$ cat src/rtl/deser_pkg.sv
package deser_pkg;
  // default tree depth: 2**4 = 16 lanes
  localparam int unsigned DEF_LEVELS = 4;

  // phase of the divider count at which the deepest level becomes readable
  function automatic int unsigned word_ready_phase(input int unsigned levels);
    return levels - 1;
  endfunction
endpackage

$ cat src/rtl/deser_divchain.sv
module deser_divchain #(
  parameter int unsigned LEVELS = 4
) (
  input  logic              clk,
  input  logic              rst,
  output logic [LEVELS-1:0] phase
);
  // each stage toggles when all stages below it are high (cascaded /2)
  logic [LEVELS-1:0] carry;

  assign carry[0] = 1'b1;

  for (genvar k = 0; k < LEVELS; k++) begin : g_stage
    if (k > 0) begin : g_carry
      assign carry[k] = carry[k-1] & phase[k-1];
    end
    always_ff @(posedge clk) begin
      if (rst) begin
        phase[k] <= 1'b0;
      end else if (carry[k]) begin
        phase[k] <= ~phase[k];
      end
    end
  end
endmodule

$ cat src/rtl/deser_split_level.sv
module deser_split_level #(
  parameter int unsigned LVL = 1,
  localparam int unsigned HALF = 1 << (LVL - 1),
  localparam int unsigned FULL = 1 << LVL
) (
  input  logic            clk,
  input  logic            rst,
  input  logic [LVL-1:0]  phase,
  input  logic [HALF-1:0] din,
  output logic [FULL-1:0] dout
);
  logic fire;
  logic upper;

  if (LVL == 1) begin : g_first
    // alternate bits: even index to lane 0, odd index to lane 1
    assign fire  = 1'b1;
    assign upper = phase[0];
  end else begin : g_deeper
    // the level below is readable when its low phase bits equal LVL-2
    assign fire  = (phase[LVL-2:0] == (LVL-1)'(LVL - 2));
    assign upper = ~phase[LVL-1];
  end

  always_ff @(posedge clk) begin
    if (rst) begin
      dout <= '0;
    end else if (fire) begin
      if (upper) begin
        dout[FULL-1:HALF] <= din;
      end else begin
        dout[HALF-1:0] <= din;
      end
    end
  end
endmodule

$ cat src/rtl/deser_word_out.sv
module deser_word_out
  import deser_pkg::*;
#(
  parameter int unsigned LEVELS = 4,
  localparam int unsigned W = 1 << LEVELS
) (
  input  logic              clk,
  input  logic              rst,
  input  logic [LEVELS-1:0] phase,
  input  logic              msb_hi,
  input  logic [W-1:0]      tree_word,
  output logic [W-1:0]      word_out,
  output logic              word_vld
);
  localparam logic [LEVELS-1:0] READY_PH = LEVELS'(word_ready_phase(LEVELS));

  logic         primed;
  logic         load;
  logic [W-1:0] flipped;

  // first pass of the divider holds no complete group
  always_ff @(posedge clk) begin
    if (rst) begin
      primed <= 1'b0;
    end else if (&phase) begin
      primed <= 1'b1;
    end
  end

  assign load = primed && (phase == READY_PH);

  for (genvar j = 0; j < W; j++) begin : g_flip
    assign flipped[j] = tree_word[W-1-j];
  end

  always_ff @(posedge clk) begin
    if (rst) begin
      word_out <= '0;
      word_vld <= 1'b0;
    end else begin
      word_vld <= load;
      if (load) begin
        word_out <= msb_hi ? flipped : tree_word;
      end
    end
  end
endmodule

$ cat src/rtl/deser_tree16.sv
module deser_tree16
  import deser_pkg::*;
#(
  parameter int unsigned LEVELS = DEF_LEVELS,
  localparam int unsigned W = 1 << LEVELS
) (
  input  logic         clk,
  input  logic         rst,
  input  logic         ser_in,
  input  logic         msb_hi,
  output logic [W-1:0] word_out,
  output logic         word_vld
);
  // level L occupies bits [2**L-1 +: 2**L]; level 0 is the serial bit
  localparam int unsigned BUS_W = 2 * W - 1;

  logic [LEVELS-1:0] div_phase;
  logic [BUS_W-1:0]  tree_bus;

  deser_divchain #(.LEVELS(LEVELS)) u_div (
    .clk   (clk),
    .rst   (rst),
    .phase (div_phase)
  );

  assign tree_bus[0] = ser_in;

  for (genvar L = 1; L <= LEVELS; L++) begin : g_level
    deser_split_level #(.LVL(L)) u_split (
      .clk   (clk),
      .rst   (rst),
      .phase (div_phase[L-1:0]),
      .din   (tree_bus[(1 << (L - 1)) - 1 +: (1 << (L - 1))]),
      .dout  (tree_bus[(1 << L) - 1 +: (1 << L)])
    );
  end

  deser_word_out #(.LEVELS(LEVELS)) u_out (
    .clk       (clk),
    .rst       (rst),
    .phase     (div_phase),
    .msb_hi    (msb_hi),
    .tree_word (tree_bus[W-1 +: W]),
    .word_out  (word_out),
    .word_vld  (word_vld)
  );
endmodule

$ cat config.mk
export PLATFORM = sky130hd
export DESIGN_NAME = deser_tree16
export DESIGN_NICKNAME = d
export VERILOG_FILES = /design/src/rtl/deser_pkg.sv /design/src/rtl/deser_divchain.sv /design/src/rtl/deser_split_level.sv /design/src/rtl/deser_word_out.sv /design/src/rtl/deser_tree16.sv
export SDC_FILE = /design/constraint.sdc
export NUM_CORES = 1
export LEC_CHECK = 0
export ABC_CLOCK_PERIOD_IN_PS = 3700
export BUFFER_PORTS_ARGS = -buffer_cell sky130_fd_sc_hd__buf_2
export CAP_MARGIN = 20
export CORE_MARGIN = 2
export CORE_UTILIZATION = 40
export DETAILED_ROUTE_END_ITERATION = 10
export SYNTH_ARGS = -nofsm -noshare
export SYNTH_HDL_FRONTEND = slang
export SYNTH_SLANG_ARGS = --single-unit
export TNS_END_PERCENT = 20
$ cat constraint.sdc
create_clock -name clk -period 3.7 [get_ports clk]
set_clock_uncertainty 0.05 [all_clocks]
set_input_delay 0.555 -clock clk [delete_from_list [all_inputs] [get_ports clk]]
set_output_delay 0.555 -clock clk [all_outputs]
set_load 0.02 [all_outputs]
==> run_results.csv <==
group,metric,value,unit
finish,finalCoreUtilization,45.3,%
timing,setup_repair_after_global_routing_missed_its_margin,"false",
yosys,synth-adder-area-share,0,%
place,post-place-cells,282,
yosys,register_bit_total_from_synthesis,52,
global_routing,number_of_global_route_vias_before_repair,1291,
setup_path,crit_required,3.79,ns
timing,minimum_setup_slack_in_the_final_design,1.64,ns
timing,period_share,55.6,%
cts,clockRootBuffer,"clkbuf_8",
setup_path,critical_path.max_fanout,17,
place,place.gp.congestion,0.689,
yosys,post_synth_instance_area,2160,um2
timing,timing.setup.tns,0,ns
timing,maxSlewViolCount,0,
cts,cts_tree,"built",
global_routing,grt_busiest_layer,"met1",
min_path,hold_path_end,"g_level[4].u_split.dout[10]",
finish,final_common_cell,"dfxtp_1",
global_routing,antenna_found_initial,0,
global_routing,grtUsageTotal,13.4,%
place,place_hpwl,2.62,mm
finish,drive_gt1_share,20.0,%
yosys,synth.avg_cell_area,10.2,um2
cts,clock-sinks,52,
cts,post_cts_buffers,0,
finish,area.growth.synth_to_final,8.57,%
yosys,synth.yosys.seq_area_share,48.2,%
setup_path,critical_path.reg2reg.endpoint,"u_out.word_out[3]",
die,die-area,6000,um2
yosys,synth_cell_type_count,26,
setup_path,rrSetupSlack,1.64,ns
finish,instances_no_fill,290,
yosys,dominant_combinational_cell_family_by_area_after_synthesis,"multiplexers",
die,initial_utilization,41.8,%
global_routing,grt_util_met2,19.1,%
finish,layout_common_cells,"dfxtp_1 (52), mux2i_1 (36), a21oi_1 (27)",
global_routing,globalRoute.totalOverflow,0,
drt,wirelength,3.96,mm
cts,cts-buffers-inserted,5,
min_path,min_from,"g_level[3].u_split.dout[2]",
cts,cts.repair.resized,0,
global_routing,largest_net_degree_at_the_start_of_global_routing,53,
setup_path,setup.worst_path.start_class,"flip-flop",
timing,worst_pin_slew,1.04,ns
status,status,"complete, no violations",
yosys,postSynthNetCount,215,
yosys,synth-warning-count,0,
finish,fillerInstances,524,
timing,hold_viol,0,
timing,worst_hold_margin,0.418,ns
drt,drt-wirelength-per-cell,13.6,um
yosys,synthSimpleGateAreaFrac,13.0,%
die,dieWidth,77.5,um
power,vdd.ir_drop.worst,239,uV
place,port_buffers,20,
setup_path,timing.critical_path.arrival,2.15,ns
drt,vias,1464,
timing,max_slew_margin,30.7,%
job,timing.max_cap.violations,0,
drt,viasPerCell,5.05,
die,io_pins,21,
yosys,synthCells,211,
cts,clock_insertion_delay_worst_skew,0.30,ns
finish,insertedDiodeCount,0,
drt,antenna_violating_nets_post_route,0,
yosys,synth_xor_xnor_area_share,0.811,%
setup_path,r2r_cells,4,
die,core-area,5170,um2
cts,path_clk_slew,0.10,ns
global_routing,gr-usage-met3,3.84,%
die,floorplan.die.height,77.5,um
timing,max_clock_freq,0.486,GHz
drt,initialDrtViolationCount,53,
die,std_cell_rows,26,
power,power.density_cell_area,443,nW/um2
min_path,holdPathStages,2,
place,place_worst_setup_slack,1.65,ns
setup_path,setup.worst_path.end_class,"flip-flop",
cts,cts.hold.buffers_added,0,
yosys,synth_compound_gate_area_share,15.0,%
drt,drt_drc_violations_left,0,
drt,first_pass_iters,4,
power,p_leak,0.889,nW
finish,finalNetCount,223,
timing,report.final.setup_viol,0,
global_routing,grt_pass1_wl,6.46,mm
min_path,hold_path_class,"flip-flop to flip-flop",
cts,htree_num_levels,2,
setup_path,setup.worst_path.class,"flip-flop to flip-flop",
yosys,synth_mux_area_share,16.7,%
timing,finalCriticalPeriod,2.06,ns
global_routing,grt_use_met1,19.6,%
setup_path,reg_to_reg_start,"u_div.phase[0]",
cts,max-clock-path-buffers,2,
flip-flops by register name (all words and copies together) (netlist names):
register and cells:
u_out.primed 1, u_div.phase 4, u_out.word_vld 1, g_level.u_split.dout 30
u_out.word_out 16
worst max-delay path by stage:
stage | start | slack, ns | endpoint
3_3_place_gp | u_div.phase[0] | 1.70 | u_out.word_out[4]
5_1_grt | u_div.phase[0] | 1.48 | u_out.word_out[2]
3_5_place_dp | u_div.phase[0] | 1.65 | u_out.word_out[4]
6_report | u_div.phase[0] | 1.64 | u_out.word_out[3]
2_1_floorplan | msb_hi | 2.19 | u_out.word_out[10]
4_1_cts | u_div.phase[0] | 1.64 | u_out.word_out[4]
worst max-delay path, cell delays in order, from the launching register on:
cell	delay [ns]
dfxtp_1	0.66
nor4bb_4	0.52
buf_4	0.26
and2_4	0.30
a211oi_1	0.10
routing by layer:
layer / routed length (um) / up-vias
met5: 0 / -
met4: 38 / 0
li1: - / 748
met2: 1680 / 20
met3: 131 / 5
met1: 2110 / 691
area by class of cell:
type / count / area (um2) / area share [%]
multi-input cells: 139 / 982 / 41.9
flip-flops and latches: 52 / 1040 / 44.4
clock buffers: 7 / 96.3 / 4.11
well taps: 70 / 87.6 / 3.74
clock inverters: 1 / 30.0 / 1.28
repair buffers: 21 / 108 / 4.59
cells in the mapped netlist:
master	instances	share of area, %
xor2_1	2	0.81
mux2i_1	36	17
and4bb_2	1	0.58
a21oi_1	27	6.3
nand3b_1	1	0.35
buf_4	1	0.35
a211oi_1	6	2.1
nand3_1	1	0.23
nand2b_1	2	0.58
nor2b_1	1	0.29
buf_8	1	0.70
nand2_1	19	3.3
buf_12	1	0.93
nor4bb_4	1	1.2
a211oi_2	10	5.8
and2_4	1	0.41
o21ai_0	2	0.46
or4b_1	1	0.46
nor4b_2	1	0.70
buf_2	6	1.4
clkbuf_1	8	1.4
a41oi_1	1	0.41
buf_6	3	1.6
nor2_1	25	4.3
nor3b_2	1	0.58
dfxtp_1	52	48
per-stage QoR:
stage          total power, mW  area (um2)
2_1_floorplan            0.629        2160
3_3_place_gp             0.632        2220
3_5_place_dp             0.633        2220
4_1_cts                   1.05        2340
5_1_grt                   1.08        2340
6_report                  1.04        2340
where the power goes:
part | internal, mW | total [mW] | switching [mW]
registers | 0.565 | 0.576 | 0.0107
logic | 0.0174 | 0.0441 | 0.0267
clock network | 0.239 | 0.418 | 0.179
total | 0.821 | 1.04 | 0.217
cells by family after synthesis:
kind of cell | count (synthesis)
DFF | 52
muxes | 36
and+or+nand+nor | 55
AOI/OAI and AO/OA | 46
buffers and inverters | 20
xor gates and xnor gates | 2
(Power assumes the default switching activity.)
